**src/rtl/tmr_pkg.sv**
```systemverilog
package tmr_pkg;

    localparam int NUM_TAPS = 9;
    localparam int FLAG_W   = 3;
    localparam int F_MATCH  = 0;
    localparam int F_CAP    = 1;
    localparam int F_OVF    = 2;

    typedef enum logic [1:0] {
        CLR_NONE  = 2'd0,
        CLR_MATCH = 2'd1,
        CLR_CAPT  = 2'd2,
        CLR_RSVD  = 2'd3
    } clr_src_e;

    typedef enum logic [2:0] {
        A_CTRL  = 3'd0,
        A_COUNT = 3'd1,
        A_CMP   = 3'd2,
        A_BUF   = 3'd3,
        A_CAPT  = 3'd4,
        A_STAT  = 3'd5
    } reg_addr_e;

    typedef struct packed {
        logic       buffered;
        logic       toggle;
        clr_src_e   clr;
        logic [3:0] src;
    } ctrl_t;

    // log2 of each internal divide ratio; the set deliberately skips 7 and 9
    function automatic int tap_exp(input int idx);
        case (idx)
            7:       return 8;
            8:       return 10;
            default: return idx;
        endcase
    endfunction

endpackage

```
**src/rtl/tmr_prescaler.sv**
```systemverilog
module tmr_prescaler
    import tmr_pkg::*;
#(
    parameter int TAPS = NUM_TAPS
) (
    input  logic            clk,
    input  logic            rst_n,
    output logic [TAPS-1:0] tick_o
);

    localparam int PRE_W = tap_exp(TAPS-1);

    logic [PRE_W-1:0] pre_d, pre_q;

    always_comb begin
        pre_d = pre_q + PRE_W'(1);
    end

    always_ff @(posedge clk or negedge rst_n) begin
        if (!rst_n) pre_q <= '0;
        else        pre_q <= pre_d;
    end

    // Each tap fires once every 2^E clocks, when the low E bits are all ones
    for (genvar t = 0; t < TAPS; t++) begin : g_tap
        localparam int E = tap_exp(t);
        if (E == 0) begin : g_every
            assign tick_o[t] = 1'b1;
        end else begin : g_masked
            assign tick_o[t] = &pre_q[E-1:0];
        end
        if (t > 0) begin : g_chk
            // a coarser tap can only fire when every finer tap fires too
            p_tap_nest_r1 : assert property (@(posedge clk) disable iff (!rst_n)
                tick_o[t] |-> tick_o[t-1]);
        end
    end

endmodule

```
**src/rtl/tmr_pin_filter.sv**
```systemverilog
module tmr_pin_filter #(
    parameter int W     = 1,
    parameter int DEPTH = 3
) (
    input  logic         clk,
    input  logic         rst_n,
    input  logic [W-1:0] pin_i,
    output logic [W-1:0] rise_o
);

    typedef struct packed {
        logic [W-1:0]            s1;
        logic [W-1:0]            s2;
        logic [DEPTH-1:0][W-1:0] hist;
        logic [W-1:0]            lvl;
        logic [W-1:0]            prev;
    } filt_t;

    filt_t d, q;

    always_comb begin
        logic all_hi;
        logic all_lo;
        d      = q;
        d.s1   = pin_i;
        d.s2   = q.s1;
        d.hist = {q.hist[DEPTH-2:0], q.s2};
        d.prev = q.lvl;
        for (int b = 0; b < W; b++) begin
            all_hi = 1'b1;
            all_lo = 1'b1;
            for (int k = 0; k < DEPTH; k++) begin
                all_hi = all_hi & q.hist[k][b];
                all_lo = all_lo & ~q.hist[k][b];
            end
            if (all_hi)      d.lvl[b] = 1'b1;
            else if (all_lo) d.lvl[b] = 1'b0;
        end
    end

    always_ff @(posedge clk or negedge rst_n) begin
        if (!rst_n) q <= '0;
        else        q <= d;
    end

    assign rise_o = q.lvl & ~q.prev;

    for (genvar b = 0; b < W; b++) begin : g_chk
        // a filtered level only moves to the value the oldest sample held
        p_lvl_agree_r7 : assert property (@(posedge clk) disable iff (!rst_n)
            !$stable(q.lvl[b]) |-> (q.lvl[b] == $past(q.hist[DEPTH-1][b])));
    end

endmodule

```
**src/rtl/tmr_channel.sv**
```systemverilog
module tmr_channel
    import tmr_pkg::*;
#(
    parameter int CNT_W      = 16,
    parameter int N_EXT      = 4,
    parameter int FILT_DEPTH = 3
) (
    input  logic             clk,
    input  logic             rst_n,
    input  logic             wr_en,
    input  logic [2:0]       wr_addr,
    input  logic [CNT_W-1:0] wr_data,
    input  logic [2:0]       rd_addr,
    output logic [CNT_W-1:0] rd_data,
    input  logic [N_EXT-1:0] ext_clk_i,
    input  logic             cap_i,
    output logic             cmp_o,
    output logic             irq_match_o,
    output logic             irq_cap_o,
    output logic             irq_ovf_o
);

    localparam int SRC_EXT0 = NUM_TAPS;
    localparam int CTRL_W   = $bits(ctrl_t);

    typedef struct packed {
        ctrl_t             ctrl;
        logic [CNT_W-1:0]  cnt;
        logic [CNT_W-1:0]  cmp;
        logic [CNT_W-1:0]  bufr;
        logic [CNT_W-1:0]  cap;
        logic [FLAG_W-1:0] flags;
        logic              cmp_o;
    } chan_t;

    chan_t d, q;

    logic [NUM_TAPS-1:0] tap_tick;
    logic [N_EXT-1:0]    ext_rise;
    logic                cap_rise;

    tmr_prescaler #(.TAPS(NUM_TAPS)) u_pre (
        .clk    (clk),
        .rst_n  (rst_n),
        .tick_o (tap_tick)
    );

    tmr_pin_filter #(.W(N_EXT), .DEPTH(FILT_DEPTH)) u_ext_filt (
        .clk    (clk),
        .rst_n  (rst_n),
        .pin_i  (ext_clk_i),
        .rise_o (ext_rise)
    );

    tmr_pin_filter #(.W(1), .DEPTH(FILT_DEPTH)) u_cap_filt (
        .clk    (clk),
        .rst_n  (rst_n),
        .pin_i  (cap_i),
        .rise_o (cap_rise)
    );

    logic tick, match_evt, ovf_evt, clr_evt, xfer, cnt_wr;

    always_comb begin
        tick = 1'b0;
        for (int i = 0; i < NUM_TAPS; i++) begin
            if (q.ctrl.src == 4'(i)) tick = tap_tick[i];
        end
        for (int j = 0; j < N_EXT; j++) begin
            if (q.ctrl.src == 4'(SRC_EXT0 + j)) tick = ext_rise[j];
        end
    end

    assign match_evt = tick && (q.cnt == q.cmp);
    assign ovf_evt   = tick && (q.cnt == '1);
    assign clr_evt   = ((q.ctrl.clr == CLR_MATCH) && match_evt) ||
                       ((q.ctrl.clr == CLR_CAPT)  && cap_rise);
    assign xfer      = q.ctrl.buffered && (clr_evt || ovf_evt);
    assign cnt_wr    = wr_en && (wr_addr == A_COUNT);

    always_comb begin
        logic [FLAG_W-1:0] set_m;
        logic [FLAG_W-1:0] clr_m;
        d = q;

        // counting and clearing
        if (clr_evt)   d.cnt = '0;
        else if (tick) d.cnt = q.cnt + CNT_W'(1);

        // buffered compare transfer at a safe point
        if (xfer) d.cmp = q.bufr;

        // capture and compare output
        if (cap_rise) d.cap = q.cnt;
        if (match_evt && q.ctrl.toggle) d.cmp_o = ~q.cmp_o;

        // software access
        clr_m = '0;
        if (wr_en) begin
            case (wr_addr)
                A_CTRL:  d.ctrl = ctrl_t'(wr_data[CTRL_W-1:0]);
                A_COUNT: d.cnt  = wr_data;
                A_CMP: begin
                    d.bufr = wr_data;
                    if (!q.ctrl.buffered) d.cmp = wr_data;
                end
                A_STAT:  clr_m = wr_data[FLAG_W-1:0];
                default: ;
            endcase
        end

        // flags: writing 1 clears, a new event in the same cycle wins
        set_m          = '0;
        set_m[F_MATCH] = match_evt;
        set_m[F_CAP]   = cap_rise;
        set_m[F_OVF]   = ovf_evt;
        d.flags        = (q.flags & ~clr_m) | set_m;
    end

    always_ff @(posedge clk or negedge rst_n) begin
        if (!rst_n) begin
            q          <= '0;
            q.ctrl.src <= 4'hF;
            q.cmp      <= '1;
            q.bufr     <= '1;
        end else begin
            q <= d;
        end
    end

    always_comb begin
        case (rd_addr)
            A_CTRL:  rd_data = {{(CNT_W-CTRL_W){1'b0}}, q.ctrl};
            A_COUNT: rd_data = q.cnt;
            A_CMP:   rd_data = q.cmp;
            A_BUF:   rd_data = q.bufr;
            A_CAPT:  rd_data = q.cap;
            A_STAT:  rd_data = {{(CNT_W-FLAG_W){1'b0}}, q.flags};
            default: rd_data = '0;
        endcase
    end

    assign cmp_o       = q.cmp_o;
    assign irq_match_o = q.flags[F_MATCH];
    assign irq_cap_o   = q.flags[F_CAP];
    assign irq_ovf_o   = q.flags[F_OVF];

    // without a tick, a clear or a software load the counter stays put
    p_cnt_hold_r1 : assert property (@(posedge clk) disable iff (!rst_n)
        (!tick && !clr_evt && !cnt_wr) |=> (q.cnt == $past(q.cnt)));

    p_ovf_flag_r3 : assert property (@(posedge clk) disable iff (!rst_n)
        (tick && (q.cnt == '1)) |=> irq_ovf_o);

    p_clr_match_r4 : assert property (@(posedge clk) disable iff (!rst_n)
        (match_evt && (q.ctrl.clr == CLR_MATCH) && !cnt_wr) |=> (q.cnt == '0));

    p_toggle_r5 : assert property (@(posedge clk) disable iff (!rst_n)
        (match_evt && q.ctrl.toggle) |=> (cmp_o != $past(cmp_o)));

    p_cap_latch_r6 : assert property (@(posedge clk) disable iff (!rst_n)
        cap_rise |=> ((q.cap == $past(q.cnt)) && irq_cap_o));

    p_buf_hold_r8 : assert property (@(posedge clk) disable iff (!rst_n)
        (q.ctrl.buffered && !clr_evt && !ovf_evt) |=> $stable(q.cmp));

endmodule

```
**config.mk**
```make
export PLATFORM = sky130hd
export DESIGN_NAME = tmr_channel
export DESIGN_NICKNAME = d
export VERILOG_FILES = /design/src/rtl/tmr_pkg.sv /design/src/rtl/tmr_prescaler.sv /design/src/rtl/tmr_pin_filter.sv /design/src/rtl/tmr_channel.sv
export SDC_FILE = /design/constraint.sdc
export NUM_CORES = 1
export LEC_CHECK = 0
export BUFFER_PORTS_ARGS = -buffer_cell sky130_fd_sc_hd__buf_4
export CAP_MARGIN = 10
export CORE_MARGIN = 8
export CORE_UTILIZATION = 41
export CTS_CLUSTER_DIAMETER = 100
export DETAILED_ROUTE_END_ITERATION = 8
export REMOVE_ABC_BUFFERS = 1
export SLEW_MARGIN = 20
export SYNTH_ARGS = -nofsm -noshare
export SYNTH_HDL_FRONTEND = slang
export SYNTH_SLANG_ARGS = --single-unit
```
**constraint.sdc**
```tcl
create_clock -name clk -period 3.2 [get_ports clk]
set_input_delay 0.32 -clock clk [delete_from_list [all_inputs] [get_ports clk]]
set_output_delay 0.32 -clock clk [all_outputs]
set_load 0.02 [all_outputs]
```
==> results.md, run 1 <==
* Status: finished, final reports clean
* Synth async-reset ratio at 100%
* Antenna diodes at 0
* Die ar. at 19100 um^2
* Post-DR wirelength/cell at 18.6 um
* XOR/XNOR share of the synthesized area at approximately 5.4%
* Post-layout minimum cycle time at roughly 3 ns
* Fmax at 340 MHz
* Max-cap violations at 0
* Req. time, crit path at approximately 3.6 ns
* Flop2flop setup slack at 0.26 ns
* Gr usage total at 16.4%
* Post-DR vias/cell at 5.54
* Seq/Total Area, Yosys at 50.3%
* CTS root buffer: clkbuf_16
* Largest family of logic cells by synthesized area: simple AND/OR/NAND/NOR gates
* Area share of fa/ha/maj cells after synthesis at 0.819%
* Hpwl dp at ~11000 um
* Most used flip-flop cell after synthesis: dfrtp_1
* Crit-path leading delay family: simple AND/OR/NAND/NOR gates
* Placed cells at 801
* PortBufs at between 40 and 50
* Number of synthesized flops with an enable pin at 0
* Max VDD drop at 0.389 mV
* Worst setup startpoint: u_pre.pre_q[0]
* Setup ws final at 0.260 ns
* Hold slack at between 0.1 and 0.15 ns
* Crit-path max FO at 14
* Total global routing overflow at 0
* Clock transition at path regs at 0.06 ns
* Core Region at 14500 um^2
* Worst Path Class, Setup: reg -> reg
* Setup crit end kind: register
* Share of cells above drive strength 1 at 26.6%
* Mapped Cells at 595
* Rows at 44
* Netlist cell types at ~50
* Final hold viol count at 0
* Area after DPL at 6650 um^2
* CP dominant cell by count: ha_1
* Area contributors post-synth: dfrtp_1 35%, dfstp_2 15%, nand2_1 6.6%, mux2_2 5.9%, xnor2_1 4.6%
* Synth warn at 0
* Antenna Nets Post-Route at 0
* Final period util at around 90%
* Slew @ Worst Pin at roughly 1.0 ns
* Critical path depth at 10
* H-tree depth at 4
* Most common cell in the netlist: nand2_1
* Synth Area in Simple Gates at about 18%
* Destination of the worst hold path: q[34]
* Vias in the first global route at 4784
* Endpoints failing setup at 0
* Hold Path Origin: wr_data[14]
* First-pass GRT wire length at 25400 um
* Final Cell Area at 7270 um^2
* DRC Markers at 0
* RSZ-0062 raised after global routing: false
* Nets at around 680
* Slew Viols, Final at 0
* TritonCTS clock tree: done
* CP Launch Type: register
* Slowest stage delay, CP at 0.76 ns
* Synth top area share at a little over a third
* Clock buffer depth at 2
* Die height at 138 um
* FF-to-FF End: q[57]
* CTS Buf Count at 17
* DP Worst Slack at 0.296 ns
* Multiplexer share of the synthesized area at roughly 11%
* Final design utilization at between 50% and 60%
* CTS Sinks at 121
* IO Count at 50
* Initial Util at 42.1%
* P&R area growth vs syn at 19.0%
* Worst Path Arrival at about 3.3 ns
* Finished Layout Cells at 839
* Initial antenna violation count at 0
* Largest net degree at the start of global routing at 85
* Origin of the critical flop-to-flop path: u_pre.pre_q[0]
* DIE WIDTH at 138 um
* Routed via count at 4646
* Slowest cell on crit path: nor2_1
* Top post-synthesis cells by count: 108 x nand2_1, 85 x dfrtp_1, 36 x dfstp_2
* R2r worst-path depth at 10
* Leakage power at 3.15 nW
* Compound-Gate Fraction of Synth Area at approximately 10%
* Cell taking the most area after synthesis: dfrtp_1
* Drt pass-1 iters at 5
* Wirelength, routed at between 15000 and 20000 um
* TNS Setup at 0 ns
* Clk_lat worst skew at 0.42 ns
* Slew Limit Headroom at between 30% and 40%
* Power, Total at 5.56 mW
* Pwr Density at 764 nW/um^2
* Mapped cell area at 6110 um^2
* Hold path cells at 3
* Mapped Avg Cell Area at 10.3 um^2
* Cell chain of the critical path: ha_1 -> and3_1 -> ha_1 -> nand3b_1 -> o311a_1 -> a2111oi_4 -> o311ai_1 -> o21ai_2 -> nor2_1 -> a22o_1
* Synth Register Bits at between 100 and 150
* Hold WC Path Type: in -> reg
* GPL Wtd Cong at just over 0.8
* Bufs and invs on worst path at 0
* # Post-CTS Setup Buffers at 0
* Worst Skew at a little over 0.006 ns
* DRT iter0 DRCs at 352
flip-flops by register name (all words and copies together) (netlist names):
name / cells
q: 72
u_ext_filt.d: 20
u_pre.pre_q: 10
u_ext_filt.q: 8
u_cap_filt.d: 5
u_cap_filt.q: 2
cmp_o: 1
irq_cap_o: 1
irq_match_o: 1
irq_ovf_o: 1
repair_timing:
action	4_1_cts	5_1_grt
hold buffers	6	0
resized for setup	0	0
endpoints found under the hold margin	27	0
layer usage:
metal	GRT usage [%]	part of all wire (%)	wire (um)	vias to the layer above
met2	25.9	48	7400	113
met5	0	0	0	-
met3	4.25	4.7	738	17
met4	5.84	1.3	202	0
li1	-	-	-	2155
met1	21.3	46	7230	2361
final cells by class:
class | instances | area (um^2)
well taps | 184 | 230
repair buffers | 67 | 531
flip-flops and latches | 121 | 3070
clock inverters | 14 | 126
clock buffers | 18 | 439
fillers | 1314 | 7260
multi-input cells | 420 | 2820
inverters | 15 | 56.3
power breakdown:
part | internal [mW] | leakage [nW] | switching [mW]
Clock | 1.04 | 0.271 | 0.775
Sequential | 1.98 | 1.41 | 0.363
Combinational | 0.714 | 1.47 | 0.691
Total | 3.73 | 3.15 | 1.83
how the worst max path moves through the flow:
stage	end	slack (ns)
after global routing	cmp_o	0.12
after detailed placement	q[61]	0.30
after global placement	q[67]	0.40
after floorplan	q[43]	0.13
final	q[57]	0.26
after CTS	q[61]	0.28
worst reg2reg max path, cell delays in order, from the launching register on:
cell,delay [ns]
dfrtp_1,0.43
ha_1,0.27
and3_1,0.21
ha_1,0.18
nand3b_1,0.09
o311a_1,0.21
a2111oi_4,0.07
o311ai_1,0.34
o21ai_2,0.09
nor2_1,0.76
a22o_1,0.24
cell usage in the layout (no fill, tap or decap), drive strengths merged, types with 6 or more instances in the layout:
| cell type | count |
|---|---|
| a22o | 14 |
| o22ai | 19 |
| xnor2 | 32 |
| dlygate4sd3 | 6 |
| xor2 | 6 |
| nand3b | 20 |
| mux2i | 20 |
| nand2 | 108 |
| and3 | 9 |
| dfrtp | 85 |
| buf | 61 |
| inv | 25 |
| a22oi | 9 |
| dfstp | 36 |
| a21oi | 11 |
| nand4 | 9 |
| o21ai | 28 |
| nand3 | 19 |
| mux2 | 32 |
| mux4 | 6 |
| nand2b | 18 |
| nor2 | 28 |
| clkbuf | 18 |
kinds of logic (layout without fill, tap and decap cells):
group,after synthesis,after routing
multiplexers,58,58
flip-flops,121,121
AND/OR/NAND/NOR,227,227
AO/OA/AOI/OAI,93,93
XOR/XNOR,38,38
buffers and inverters,54,114
adder cells (fa/ha/maj),4,4
No activity file was read; power rests on OpenSTA's default activity.
==> run 2, diff against run 1 <==
CORE_UTILIZATION = 55   (was 41)
PLACE_DENSITY = 0.74   (was default)
==> run 2 against run 1 <==
Effect of this change:
- maximum frequency is 0.43% higher
- die area is 23% lower
- sequential share of layout area is 0.57 points higher
- utilization is 16 points higher
- critical path type unchanged
- critical endpoint is now q[65]
- largest cell class unchanged
==> results.md, run 2 (synthesis results as in run 1) <==
* GPL Wtd Cong at 0.859
* Max VDD drop at between 0.4 and 0.5 mV
* Post-DR vias/cell at 5.96
* Clock transition at path regs at 0.07 ns
* Clock buffer depth at 2
* Slowest stage delay, CP at 0.54 ns
* DIE WIDTH at 121 um
* Vias in the first global route at 4827
* Antenna diodes at 0
* Setup crit end kind: register
* Routed via count at 4733
* Die height at 121 um
* Gr usage total at between 20% and 30%
* Final period util at between 90% and 100%
* Hold WC Path Type: in -> reg
* Largest net degree at the start of global routing at 66
* Endpoints failing setup at 0
* Slew @ Worst Pin at between 0.9 and 1 ns
* Commonest non-fill, non-tap cell in the layout: nand2_1
* TNS Setup at 0 ns
* Initial antenna violation count at 0
* Slew Limit Headroom at approximately 40%
* First-pass GRT wire length at 24500 um
* TritonCTS clock tree: done
* Worst Path Arrival at around 3.4 ns
* CTS Buf Count at 17
* PortBufs at 49
* Crit-path max FO at 15
* IO Count at 50
* Max reg flops at between 70 and 80
* Wirelength, routed at ~15000 um
* Max-cap violations at 0
* Final hold viol count at 0
* Share of cells above drive strength 1 at 26.3%
* DRT iter0 DRCs at 385
* Drt pass-1 iters at 5
* Post-DR wirelength/cell at 18.8 um
* Slew Viols, Final at 0
* Status: finished, final reports clean
* CP dominant cell by count: ha_1
* Rows at 38
* RSZ-0062 raised after global routing: false
* Nets at 675
* Slowest cell on crit path: or3_1
* Worst Skew at 0.0156 ns
* Post-layout minimum cycle time at roughly 3 ns
* CP Launch Type: register
* Req. time, crit path at ~3.6 ns
* Fmax at 342 MHz
* Commonest cells after routing, fill and taps aside: 108 x nand2_1, 85 x dfrtp_1, 59 x buf_4
* Leakage power at 3.12 nW
* DRC Markers at 0
* H-tree depth at 4
* Power, Total at 5.45 mW
* Die ar. at 14700 um^2
* Core Region at 10800 um^2
* Hpwl dp at ~10000 um
* Worst Path Class, Setup: reg -> reg
* CTS root buffer: clkbuf_8
* Most flop-heavy register: q
* P&R area growth vs syn at 17.4%
* Initial Util at 56.4%
* Cell chain of the critical path: ha_1 -> and3_1 -> ha_1 -> nand3b_1 -> o311a_1 -> a2111oi_4 -> or3_1 -> nand3_1 -> xnor2_1 -> a22o_1
* Clk_lat worst skew at 0.54 ns
* Total global routing overflow at 0
* Antenna Nets Post-Route at 0
* CTS Sinks at 121
* Pwr Density at 760 nW/um^2
==> run 2: changes by cell type in the layout (fill, tap and decap cells not counted), sizes merged <==
cell	change
clkinvlp	+2
buf	-1
inv	-2
==> run 2: through the flow <==
step	hold WS [ns]	cell area (um^2)	util, %	setup WS (ns)	instances
global route	0.0109	7180	66.2	0.0868	794
CTS	0.0139	7170	66.2	0.212	794
detailed placement	0.338	6580	60.7	0.248	756
floorplan	0.0244	5940	-	0.128	556
finish	0.0292	7180	66.2	0.273	794
global placement	0.331	6580	60.7	0.416	756
==> run 2: timing repair <==
action,in CTS,in global routing
resized for setup,0,1
setup buffers,0,0
endpoints found under the setup margin,0,7
hold endpoints to repair,48,0
hold buffers,6,0
==> run 2: area by class of cell <==
class,count,area (um^2)
Clock buffer,18,418
Clock inverter,14,113
Fill cell,816,3660
Inverter,15,56.3
Multi-Input combinational cell,420,2820
Sequential cell,121,3070
Tap cell,140,175
Timing Repair Buffer,66,523
==> run 2: critical path, delay by kind of cell, from the launching register on <==
family | cells | cell delay [ns]
AOI/OAI and AO/OA | 3 | 0.78
and+or+nand+nor | 4 | 1.02
xor gates and xnor gates | 1 | 0.18
adders and majority gates | 2 | 0.40
DFF | 1 | 0.43
==> run 2: per-layer routing <==
metal | up-vias | track usage (%) | part of all wire [%]
li1 | 2160 | - | -
met1 | 2398 | 26.0 | 44
met2 | 150 | 35.0 | 49
met3 | 25 | 5.82 | 5.1
met4 | 0 | 8.33 | 1.7
met5 | - | 0 | 0
==> run 2: power by group <==
part	leakage (nW)	internal [mW]	switching, mW
sequential	1.41	1.98	0.374
combinational	1.47	0.706	0.680
clock	0.246	0.967	0.751
total	3.12	3.65	1.80
==> run 2: final timing paths <==
check | to | depth (start not counted) | startpoint | slack [ns]
worst max-delay path | q[65] | 10 | u_pre.pre_q[0] | 0.27
worst min-delay path | q[28] | 3 | wr_data[8] | 0.03
worst max register to register | q[65] | 10 | u_pre.pre_q[0] | 0.27
worst min register to register | u_ext_filt.d[14] | 0 | u_ext_filt.d[10] | 0.34
max in group asynchronous | q[35] | 3 | rst_n | 1.96
min in group asynchronous | u_ext_filt.d[14] | 2 | rst_n | 0.39
